--- src/rtl/radio_pwr_pkg.sv ---
package radio_pwr_pkg;
  typedef enum logic [1:0] {
    PS_OFF   = 2'd0,
    PS_ON    = 2'd1,
    PS_SLEEP = 2'd2
  } pwr_state_e;

  typedef struct packed {
    logic go_sleep;
    logic hard_rst;
    logic unknown;
  } cmd_class_t;
endpackage

--- src/rtl/radio_pwr_cmd_dec.sv ---
module radio_pwr_cmd_dec #(
  parameter int CMD_W      = 3,
  parameter int CODE_SLEEP = 1,
  parameter int CODE_HRST  = 2
) (
  input  logic                     strobe,
  input  logic [CMD_W-1:0]         code,
  output radio_pwr_pkg::cmd_class_t cls
);
  localparam logic [CMD_W-1:0] K_SLEEP = CMD_W'(CODE_SLEEP);
  localparam logic [CMD_W-1:0] K_HRST  = CMD_W'(CODE_HRST);

  always_comb begin
    cls.go_sleep = strobe && (code == K_SLEEP);
    cls.hard_rst = strobe && (code == K_HRST);
    cls.unknown  = strobe && (code != K_SLEEP) && (code != K_HRST);
  end
endmodule

--- src/rtl/radio_pwr_fsm.sv ---
module radio_pwr_fsm
  import radio_pwr_pkg::*;
(
  input  logic       clk,
  input  logic       rst_n,
  input  cmd_class_t cls,
  input  logic       retain_sel,
  input  logic       csn,
  input  logic       wake_req,
  input  logic       wake_to_on,
  output pwr_state_e st,
  output logic       chg,
  output logic       keep,
  output logic       need_full,
  output logic       refused
);
  pwr_state_e st_n;
  logic keep_n, full_n;

  always_comb begin
    st_n   = st;
    keep_n = keep;
    full_n = need_full;
    if (cls.hard_rst) begin
      st_n   = PS_SLEEP;
      keep_n = 1'b0;
      full_n = 1'b1;
    end else begin
      unique case (st)
        PS_SLEEP: begin
          if (!csn)          st_n = PS_OFF;
          else if (wake_req) st_n = wake_to_on ? PS_ON : PS_OFF;
        end
        PS_OFF, PS_ON: begin
          if (cls.go_sleep) begin
            st_n   = PS_SLEEP;
            keep_n = retain_sel;
            full_n = !retain_sel;
          end
        end
        default: st_n = PS_SLEEP;
      endcase
    end
    if (st_n != PS_SLEEP) keep_n = 1'b0;
  end

  assign refused = cls.unknown || (cls.go_sleep && st == PS_SLEEP);

  always_ff @(posedge clk or negedge rst_n) begin
    if (!rst_n) begin
      st        <= PS_SLEEP;
      keep      <= 1'b0;
      need_full <= 1'b1;
      chg       <= 1'b0;
    end else begin
      st        <= st_n;
      keep      <= keep_n;
      need_full <= full_n;
      chg       <= (st_n != st);
    end
  end
endmodule

--- src/rtl/radio_pwr_err.sv ---
module radio_pwr_err (
  input  logic clk,
  input  logic rst_n,
  input  logic set_i,
  input  logic clr_i,
  output logic flag_o
);
  always_ff @(posedge clk or negedge rst_n) begin
    if (!rst_n)     flag_o <= 1'b0;
    else if (set_i) flag_o <= 1'b1;
    else if (clr_i) flag_o <= 1'b0;
  end
endmodule

--- src/rtl/radio_pwr_ctrl.sv ---
module radio_pwr_ctrl #(
  parameter int CMD_W      = 3,
  parameter int CODE_SLEEP = 1,
  parameter int CODE_HRST  = 2
) (
  input  logic             clk,
  input  logic             rst_n,
  input  logic             cmd_valid,
  input  logic [CMD_W-1:0] cmd_code,
  input  logic             retain_sel,
  input  logic             csn,
  input  logic             wake_req,
  input  logic             wake_to_on,
  input  logic             err_clr,
  output logic [1:0]       state,
  output logic             state_chg,
  output logic             ret_en,
  output logic             full_init,
  output logic             cmd_err
);
  import radio_pwr_pkg::*;

  cmd_class_t cls;
  pwr_state_e st;
  logic       refused;

  radio_pwr_cmd_dec #(
    .CMD_W(CMD_W), .CODE_SLEEP(CODE_SLEEP), .CODE_HRST(CODE_HRST)
  ) dec_i (
    .strobe(cmd_valid), .code(cmd_code), .cls(cls)
  );

  radio_pwr_fsm fsm_i (
    .clk(clk), .rst_n(rst_n), .cls(cls), .retain_sel(retain_sel),
    .csn(csn), .wake_req(wake_req), .wake_to_on(wake_to_on),
    .st(st), .chg(state_chg), .keep(ret_en), .need_full(full_init),
    .refused(refused)
  );

  radio_pwr_err err_i (
    .clk(clk), .rst_n(rst_n), .set_i(refused), .clr_i(err_clr),
    .flag_o(cmd_err)
  );

  assign state = st;
endmodule

--- config.mk ---
export PLATFORM = sky130hd
export DESIGN_NAME = radio_pwr_ctrl
export DESIGN_NICKNAME = d
export VERILOG_FILES = /design/src/rtl/radio_pwr_pkg.sv /design/src/rtl/radio_pwr_cmd_dec.sv /design/src/rtl/radio_pwr_fsm.sv /design/src/rtl/radio_pwr_err.sv /design/src/rtl/radio_pwr_ctrl.sv
export SDC_FILE = /design/constraint.sdc
export NUM_CORES = 1
export LEC_CHECK = 0
export BUFFER_PORTS_ARGS = -buffer_cell sky130_fd_sc_hd__buf_2
export CORE_AREA = 4 4 41 43
export DETAILED_ROUTE_END_ITERATION = 8
export DIE_AREA = 0 0 45 47
export PLACE_DENSITY_LB_ADDON = 0.08
export SYNTH_ARGS = -nofsm -noshare
export SYNTH_HDL_FRONTEND = slang
export SYNTH_SLANG_ARGS = --single-unit
--- constraint.sdc ---
create_clock -name clk -period 3.18 [get_ports clk]
set_input_delay 0.636 -clock clk [delete_from_list [all_inputs] [get_ports clk]]
set_output_delay 0.636 -clock clk [all_outputs]
set_load 0.005 [all_outputs]
# Word level (Yosys, flattened, before mapping)
# Cells that the tools add are included.
# word_totals
wordCells,44
in_bits,11
out_inout_bits,6
ff_bits,6
# classes
n_reduce_logical,16
n_eq_ne,8
mux,15
# op_table
op,count
$mux W1,10
$mux W2,4
$reduce_bool A2 Y1,3
$reduce_bool A3 Y1,2
$logic_and A1 B1 Y1,5
$pmux W2 S2,1
$reduce_and A2 Y1,2
$eq A3 B1 Y1 const B,1
$eq A3 B2 Y1 const B,1
$ne A3 B1 Y1 const B,1
$ne A3 B2 Y1 const B,1
$eq A2 B1 Y1 const B,1
$eq A2 B2 Y1 const B,1
$logic_not A2 Y1,1
$ne A2 B2 Y1,1
$ne A2 B2 Y1 const B,1
$reduce_or A2 Y1,1
$logic_not A1 Y1,1
$logic_or A1 B1 Y1,1

# Longest topological paths before layout
# Gate-level depths: netlist of run 1.
# logic_depth
ltp_word,8
mapped_depth,4
depth_no_buf,4

# Hierarchy
# Synthesis of run 1 repeated with hierarchy kept, for this count alone.
# hier_totals
hier_cells,29
hier_area_um2,326.6
# modules_own_cells
module,area_each_um2,cells_per_inst,seq_area_each_um2,instances
radio_pwr_fsm,249.0,22,127.6,1
radio_pwr_cmd_dec,41.3,4,0.0,1
radio_pwr_err,36.3,3,25.0,1

# Worst setup path after synthesis of run 1
# Ideal clock, no wire load.
# synth_timing
kind,in2reg
from,in cmd_code[2]
to,reg fsm_i.chg
required_time_ns,3.062
path_stages,4
path_buffers,0
setup_slack_ns,1.846
setup_ns,0.118
arrival_ns,1.216
path_cell_list,and2b_4 -> a21oi_1 -> a2bb2oi_1 -> a21o_1
# synth_between
elab_chain_cells,6
elab_cells_between_ends,8
classes_between,3 x eq/ne; 3 x mux; 2 x reduce/logical
# synth_rtl
element,line_no,source
"start, declared",radio_pwr_ctrl.sv:9,"input logic [CMD_W-1:0] cmd_code,"
$eq A3 B1 Y1,radio_pwr_cmd_dec.sv:14,cls.go_sleep = strobe && (code == K_SLEEP);
$logic_and A1 B1 Y1,radio_pwr_cmd_dec.sv:14,
$mux W2,radio_pwr_fsm.sv:35,if (cls.go_sleep) begin
$pmux W2 S2,radio_pwr_fsm.sv:29,unique case (st)
$mux W2 *,radio_pwr_fsm.sv:24,if (cls.hard_rst) begin
$ne A2 B2 Y1 *,radio_pwr_fsm.sv:59,chg <= (st_n != st);
"end signal, assigned",radio_pwr_fsm.sv:59,
"end, declared",radio_pwr_fsm.sv:12,"output logic chg,"
# Mark *: on every way between the ends. The rest lies on a longest branch, timed or not.
# A chain may end at the register's enable or synchronous reset.

# Final worst setup path of run 1
# layout_timing
from,reg fsm_i.st[1]
to,out state[1]
# layout_rtl
element,line_no,source
"start, declared",radio_pwr_fsm.sv:11,"output pwr_state_e st,"
"start signal, assigned",radio_pwr_fsm.sv:56,st <= st_n;
"end, declared",radio_pwr_ctrl.sv:15,"output logic [1:0] state,"
# No word-level cell between the ends.

==> results of run 1 <==
-- synth_stat cells, types with 2 or more instances --
cell type	n	area share, %
a21oi_1	4	5.4
dfrtp_1	4	27
dfstp_2	2	14
nand3_1	3	4.1
o21ai_0	4	5.4
and2b_4	2	5.4
nand2_1	3	3.1
nor2_1	3	3.1
a2bb2oi_1	2	4.7
nor2b_1	2	3.4
-- power groups by stage --
stage          logic (uW)  clock network, uW  registers [uW]
6_report             47.3               64.5            94.0
5_1_grt              53.1               74.0            95.7
4_1_cts              48.3               69.4            94.2
3_5_place_dp         48.2                  0            95.1
3_3_place_gp         48.9                  0            95.6
2_1_floorplan        24.9                  0            96.0
-- metal layers --
metal  track usage (%)  up-vias  share of wire, %
li1                  -      188                 -
met1              11.4      158                48
met2              12.1        6                48
met3              2.30        0               4.1
met4              5.26        0                 0
met5                 0        -                 0
-- final cells by class --
type | instances | area share (%)
sequential | 6 | 31.1
timing repair buffer | 16 | 16.3
multi-input combinational | 33 | 42.6
inverter | 2 | 1.53
tap | 15 | 3.83
clock buffer | 3 | 4.59
-- worst max path at each step --
stage	slack (ns)	from	to	cells past startpoint
6_report	1.60	fsm_i.st[1]	state[1]	1
5_1_grt	1.56	fsm_i.st[1]	state[1]	1
4_1_cts	1.58	fsm_i.st[1]	state[1]	1
3_5_place_dp	1.67	cmd_code[0]	fsm_i.chg	5
3_3_place_gp	1.66	cmd_code[2]	fsm_i.chg	5
2_1_floorplan	1.85	cmd_code[2]	fsm_i.chg	4
-- per-stage QoR --
| step | total power (uW) | instances | utilization (%) | hold WS [ns] | cell area, um2 |
|---|---|---|---|---|---|
| 5_1_grt | 223 | 75 | 37.7 | 0.204 | 490 |
| 6_report | 206 | 75 | 37.7 | 0.214 | 490 |
| 2_1_floorplan | 121 | 41 | - | 0.340 | 369 |
| 3_3_place_gp | 145 | 72 | 36.0 | 0.464 | 468 |
| 4_1_cts | 212 | 75 | 37.7 | 0.209 | 490 |
| 3_5_place_dp | 143 | 72 | 36.0 | 0.465 | 468 |
-- cell families after synthesis --
group / synth area share (%)
AND/OR/NAND/NOR: 28.5
AO/OA/AOI/OAI: 25.4
flip-flops: 41.4
buffers and inverters: 2.03
multiplexers: 2.71
-- registers in the layout (all words and copies together) (netlist names) --
name,flops
fsm_i.st,2
err_i.flag_o,1
fsm_i.chg,1
fsm_i.keep,1
fsm_i.need_full,1
==> out/results.ini, run 1 <==
[outcome]
status=complete, no violations

[die]
num_rows=13
core_mm2=0.00130
die-area_mm2=0.00212
ioPinCount=17
die_y_um=47
die_w_um=45
start_util_pct=28.4

[clocking]
cts_buffers=3
clock_sinks=6
clk_pin_slew_ns=0.04
cts_resized=0
cts_root_buf=clkbuf_4
cts_buffer_depth=2
post_cts_buffers=0
holdBufCountCts=0
htreeDepth=1
cts_tree=built
clk_latency_ns=0.23

[detailed_routing]
via_count=352
drt_wl_total_um=808
viasPerCell=4.69
wl_per_cell_um=10.8
dr.pass1.iters=3
remaining_drc_errors=0
drt_iter0_drc=4
final_antenna_net_count=0

[timing]
timing.fmax_mhz=633
min_period_ns=1.58
clock_skew_ns=0.00218
finalSetupViolations=0
fin_crit_sh_pct=49.7
slew-limit-headroom_pct=82.2
final_max_slew_viol_count=0
worstMarginPinSlew_ns=0.264
hold_viol=0
grt_setup_unrepaired=no
setup_ws_ns=1.60
fin_tns_setup_ns=0

[global_routing]
grt_usage_pct=8.52
antenna_found_initial=0
grt_max_degree=8
grt_pass1_wl_mm=1.28
grt_pass1_vias=304
overflow=0

[final_layout]
syn_to_final_growth_pct=32.9
final_common_cell=buf_2
seq_area_um2=153
antennaDiodeCount=0
nets=73
multiInputGateArea_um2=209
nFillCells=152
final_cell_mix=16 x buf_2, 4 x o21ai_0, 4 x a21oi_1, 4 x dfrtp_1
drive_above_1_share_pct=45.0

[synthesis]
postSynthAreaPerCell_um2=9.00
ys_warn_count=0
synth_ff_type=dfrtp_1
seq_area_frac_synth_pct=41.4
synthCells=41
synth_edf_count=0
ys_async_sr_fraction_pct=100
synthDistinctLibCells=22
synth_nets=52
syn_area_um2=369
synth-seq-cells=6

[critical_path]
cp-end-kind=output pin
crit_type=register to output pin
reg2reg_depth=4
timing.rr.start=fsm_i.st[1]
r2r-end=fsm_i.keep
crit_buf_inv=1
crit_arrival_ns=0.94
crit_slowest_cell=dfstp_2
worst_path_largest_cell_delay_ns=0.58
crit_fanout=5
worst_path_dominant_cell_family=flip-flops
r2r_slack_ns=2.01
crit_chain=buf_2
worstSetupStartpointType=register
required_ns=2.54

[placed_design]
portBuffers=16
finalWeightedCongestion=0.686
pre_cts_slack_ns=1.67

[pwr]
netSwitchingFraction_pct=24.3
p_leak_uw=0.000239
power_switching_uw=50.1
pwr-share-comb_pct=23.0
clock_power_share_pct=31.3
seqPwrFrac_pct=45.7
internal-power_uw=156
power_density_mw_per_mm2=420
peakVddDrop_mv=0.227

[min_path]
hold_class=primary input to asynchronous set/reset pin

[run]
maxCapViolations=0

(Power assumes the default switching activity.)
==> inputs of run 2 (changes only) <==
==> constraint.sdc (replaced) <==
create_clock -name clk -period 1.4 [get_ports clk]
set_input_delay 0.28 -clock clk [delete_from_list [all_inputs] [get_ports clk]]
set_output_delay 0.28 -clock clk [all_outputs]
set_load 0.005 [all_outputs]
==> run 2 against run 1 <==
Via count is 2.3% lower. Routed wire length is 3.3% higher. Clock skew is 0.00070 ns lower. Worst hold slack better by 0.0038 ns. Critical path depth stayed put. Final cell count is 1.3% higher. Largest cell class unchanged. Largest power group unchanged.
==> out/results.ini, run 2 (synthesis gave the netlist of run 1 again) <==
[die]
die_y_um=47  ; unchanged
start_util_pct=28.4  ; unchanged
num_rows=13  ; unchanged
core_mm2=0.00130  ; unchanged
die-area_mm2=0.00212  ; unchanged
die_w_um=45  ; unchanged
ioPinCount=17  ; unchanged

[timing]
grt_setup_unrepaired=no
finalSetupViolations=0  ; unchanged
slew-limit-headroom_pct=82.5  ; +0.34 points
fin_tns_setup_ns=0  ; unchanged
clock_skew_ns=0.00148  ; -0.000699 ns
fin_crit_sh_pct=87.4
min_period_ns=1.22
timing.fmax_mhz=818
final_max_slew_viol_count=0  ; unchanged
hold_viol=0  ; unchanged
worstMarginPinSlew_ns=0.259  ; -0.00512 ns

[critical_path]
timing.rr.start=fsm_i.st[1]
crit_arrival_ns=0.94  ; about the same
worst_path_largest_cell_delay_ns=0.58  ; about the same
crit_chain=buf_2
cp-end-kind=output pin
required_ns=1.12  ; -1.42 ns
r2r_slack_ns=0.23  ; -1.78 ns
crit_slowest_cell=dfstp_2
crit_fanout=5  ; unchanged
crit_type=register to output pin
reg2reg_depth=4  ; unchanged
worst_path_dominant_cell_family=flip-flops
r2r-end=fsm_i.keep
worstSetupStartpointType=register
crit_buf_inv=1  ; unchanged

[detailed_routing]
via_count=344  ; -2.3%
drt_iter0_drc=9  ; +5
final_antenna_net_count=0  ; unchanged
viasPerCell=4.53  ; -3.6%
remaining_drc_errors=0  ; unchanged
drt_wl_total_um=835  ; +3.3%
dr.pass1.iters=4  ; +1
wl_per_cell_um=11.0  ; +2.0%

[pwr]
p_leak_uw=0.000243  ; +1.7%
power_density_mw_per_mm2=940  ; +120%
peakVddDrop_mv=0.568  ; +150%

[clocking]
post_cts_buffers=0  ; unchanged
cts_buffer_depth=2  ; unchanged
cts_tree=built
clock_sinks=6  ; unchanged
holdBufCountCts=1  ; +1
clk_pin_slew_ns=0.04  ; about the same
cts_root_buf=clkbuf_4
cts_resized=0  ; unchanged
cts_buffers=3  ; unchanged
htreeDepth=1  ; unchanged
clk_latency_ns=0.23  ; about the same

[min_path]
hold_path_end=err_i.flag_o
worstHoldStart=err_clr
hold_class=primary input to register
holdPathStages=2

[final_layout]
largest-register=fsm_i.st
syn_to_final_growth_pct=35.6
antennaDiodeCount=0  ; unchanged
largest_register_ffs=2  ; unchanged
nets=74  ; +1.4%
final_common_cell=buf_2
final_cell_mix=16 x buf_2, 4 x o21ai_0, 4 x a21oi_1, 4 x dfrtp_1
post-route-util_pct=38.5  ; +0.77 points
drive_above_1_share_pct=44.3  ; -0.74 points

[global_routing]
grt_pass1_vias=371  ; +22%
antenna_found_initial=0  ; unchanged
overflow=0  ; unchanged
grt_pass1_wl_mm=1.50  ; +18%
grt_max_degree=8  ; unchanged
grt_usage_pct=9.86  ; +1.3 points

[outcome]
status=complete, no violations

[run]
maxCapViolations=0  ; unchanged

[placed_design]
finalWeightedCongestion=0.666  ; -3.0%
dp_hpwl_um=710
portBuffers=16  ; unchanged

run 2: changes by cell type in the layout (fill, tap and decap cells not counted):
cell and delta:
dlygate4sd3_1 +1
run 2: how the worst max path moves through the flow:
stage / startpoint / to / slack (ns) / depth (start not counted)
floorplan: fsm_i.st[1] / fsm_i.keep / 0.30 / 4
global placement: fsm_i.st[1] / fsm_i.keep / 0.19 / 4
detailed placement: fsm_i.st[1] / fsm_i.keep / 0.22 / 4
CTS: fsm_i.st[1] / state[1] / 0.16 / 1
global route: fsm_i.st[1] / state[1] / 0.14 / 1
finish: fsm_i.st[1] / state[1] / 0.18 / 1
run 2: layer usage:
| metal | GRT usage, % | share of wire, % |
|---|---|---|
| met1 | 13.7 | 48 |
| met2 | 13.8 | 48 |
| met3 | 2.68 | 4.3 |
| met4 | 5.26 | 0 |
| met5 | 0 | 0 |
run 2: cell type report:
type | count | area, um2
Inverter | 2 | 7.51
Sequential cell | 6 | 153
Multi-Input combinational cell | 33 | 209
Tap cell | 15 | 18.8
Clock buffer | 3 | 22.5
Timing Repair Buffer | 17 | 90.1
Fill cell | 147 | 801
run 2: metrics by stage:
stage	setup slack, ns	power, uW	cells	hold WS (ns)	instance area [um2]
finish	0.177	470	76	0.218	500
global route	0.140	509	76	0.205	500
CTS	0.162	482	76	0.206	500
detailed placement	0.218	326	72	0.110	468
global placement	0.188	327	72	0.107	468
floorplan	0.297	275	41	-0.0156	369
run 2: report_power, final:
part / switching [uW] / internal, uW / total [uW]
clock: 50.9 / 96.2 / 147
combinational: 50.4 / 59.0 / 109
sequential: 13.4 / 201 / 214
total: 115 / 356 / 470
run 2: worst reg2reg max path, delay by kind of cell, from the launching register on:
| kind | cells | cell delay (ns) |
|---|---|---|
| AO/OA/AOI/OAI | 3 | 0.45 |
| flip-flops | 1 | 0.58 |
| buffers and inverters | 1 | 0.07 |
==> inputs of run 3 (changes only) <==
--- a/config.mk
+++ b/config.mk
@@ -5,10 +5,10 @@
 export SDC_FILE = /design/constraint.sdc
 export NUM_CORES = 1
 export LEC_CHECK = 0
-export BUFFER_PORTS_ARGS = -buffer_cell sky130_fd_sc_hd__buf_2
-export CORE_AREA = 4 4 41 43
+export BUFFER_PORTS_ARGS = -buffer_cell sky130_fd_sc_hd__buf_4
+export CORE_AREA = 10 10 47 49
 export DETAILED_ROUTE_END_ITERATION = 8
-export DIE_AREA = 0 0 45 47
+export DIE_AREA = 0 0 57 59
 export PLACE_DENSITY_LB_ADDON = 0.08
 export SYNTH_ARGS = -nofsm -noshare
 export SYNTH_HDL_FRONTEND = slang
==> run 3 against run 2 <==
First-iteration DRC count down 33%. Sequential cell count unchanged. Clock power up 4%. Register-to-register slack about the same. Routed wire length up 14%. Clock-buffer cell count unchanged. Critical path depth unchanged. Sequential power about the same. Core utilization up 0.20 points. Critical path type unchanged.
==> out/results.ini, run 3 (synthesis gave the netlist of run 1 again) <==
[global_routing]
grt_max_degree=8  ; unchanged
grt_pass1_vias=381  ; +2.7%
grt_usage_pct=6.03  ; -3.8 points
antenna_found_initial=0  ; unchanged
overflow=0  ; unchanged
grt_pass1_wl_mm=1.61  ; +7.3%

[detailed_routing]
dr.pass1.iters=2  ; -2
drt_iter0_drc=6  ; -3
viasPerCell=4.53  ; +0.14%
wl_per_cell_um=12.3  ; +12%
via_count=349  ; +1.5%
final_antenna_net_count=0  ; unchanged
remaining_drc_errors=0  ; unchanged
drt_wl_total_um=949  ; +14%

[critical_path]
crit_start=fsm_i.st[1]
worst_path_largest_cell_delay_ns=0.58  ; about the same
timing.rr.start=fsm_i.st[1]
crit_buf_inv=1  ; unchanged
cp-end-kind=output pin
worstSetupStartpointType=register
required_ns=1.12  ; about the same
crit_arrival_ns=0.95  ; about the same
crit_fanout=5  ; unchanged
crit_slowest_cell=dfstp_2
worst_path_dominant_cell_family=flip-flops
crit_type=register to output pin
crit_chain=buf_4

[pwr]
peakVddDrop_mv=0.426  ; -25%
power_density_mw_per_mm2=915  ; -2.7%
power_uw=496  ; +5.4%
p_leak_uw=0.000254  ; +4.5%

[timing]
hold_viol=0  ; unchanged
fin_tns_setup_ns=0  ; unchanged
final_max_slew_viol_count=0  ; unchanged
fin_crit_sh_pct=88.2  ; +0.81 points
clock_skew_ns=0.00137  ; -0.000115 ns
grt_setup_unrepaired=no
slew-limit-headroom_pct=84.1  ; +1.6 points
min_period_ns=1.23  ; +0.0114 ns
finalSetupViolations=0  ; unchanged
timing.fmax_mhz=810  ; -0.92%
worstMarginPinSlew_ns=0.236  ; -0.0235 ns

[final_layout]
nets=74  ; unchanged
antennaDiodeCount=0  ; unchanged
largest_register_ffs=2  ; unchanged
largest-register=fsm_i.st
nFillCells=165  ; +12%
drive_above_1_share_pct=44.3  ; unchanged
syn_to_final_growth_pct=46.8
final_cell_mix=16 x buf_4, 4 x o21ai_0, 4 x a21oi_1, 4 x dfrtp_1
final_common_cell=buf_4

[clocking]
clock_sinks=6  ; unchanged
post_cts_buffers=0  ; unchanged
cts_tree=built
cts_buffers=3  ; unchanged
clk_latency_ns=0.24  ; about the same
cts_buffer_depth=2  ; unchanged
cts_root_buf=clkbuf_4
cts_resized=0  ; unchanged
htreeDepth=1  ; unchanged
holdBufCountCts=1  ; unchanged
clk_pin_slew_ns=0.04  ; about the same

[placed_design]
portBuffers=16  ; unchanged
dp_hpwl_um=811  ; +14%
finalWeightedCongestion=0.642  ; -3.6%

[die]
ioPinCount=17  ; unchanged
num_rows=14  ; +1
core_mm2=0.00140  ; +7.7%
die-area_mm2=0.00336  ; +59%
start_util_pct=26.3  ; -2.0 points
die_y_um=59  ; +26%
die_w_um=57  ; +27%

[min_path]
worstHoldStart=cmd_code[0]
hold_class=primary input to register

[run]
maxCapViolations=0  ; unchanged

[outcome]
status=complete, no violations

[run 3: cell types whose count changed in the layout (fill, tap and decap cells not counted)]
cell,change
buf_4,+16
buf_2,-16
[run 3: per-layer routing]
metal,vias up,part of all wire [%],track usage (%),wire length [um]
met2,8,49,9.46,467
met5,-,0,0,0
met4,0,2.0,4.03,19
li1,188,-,-,-
met3,2,4.3,1.93,41
met1,151,44,6.84,420
[run 3: area by class of cell]
type | count | area [um2] | share of cell area (%)
clock buffers | 3 | 22.5 | 4.16
inverters | 2 | 7.51 | 1.39
multi-input cells | 33 | 209 | 38.6
flip-flops and latches | 6 | 153 | 28.2
well taps | 16 | 20.0 | 3.70
repair buffers | 17 | 130 | 24.0
[run 3: where the power goes]
| group | switching, uW | leakage (uW) | total [uW] | internal, uW |
|---|---|---|---|---|
| registers | 14.0 | 0.0000726 | 215 | 201 |
| clock network | 56.1 | 0.0000138 | 153 | 96.5 |
| logic | 51.6 | 0.000168 | 128 | 76.8 |
[run 3: worst paths after layout]
check | end | slack, ns | depth (start not counted)
min in group asynchronous | fsm_i.st[0] | 0.38 | 2
min reg2reg | fsm_i.need_full | 0.51 | 1
max reg2reg | fsm_i.keep | 0.22 | 4
max in group asynchronous | fsm_i.need_full | 0.82 | 2
min | fsm_i.need_full | 0.21 | 2
max | state[1] | 0.17 | 1
[run 3: through the flow]
| step | utilization (%) | worst slack (ns) | instances | hold WS [ns] | instance area (um2) |
|---|---|---|---|---|---|
| after detailed placement | 36.3 | 0.217 | 73 | 0.0880 | 509 |
| after global routing | 38.7 | 0.139 | 77 | 0.218 | 542 |
| after floorplan | - | 0.297 | 41 | -0.0156 | 369 |
| final | 38.7 | 0.166 | 77 | 0.214 | 542 |
| after global placement | 36.3 | 0.188 | 73 | 0.0903 | 509 |
| after CTS | 38.7 | 0.154 | 77 | 0.207 | 542 |
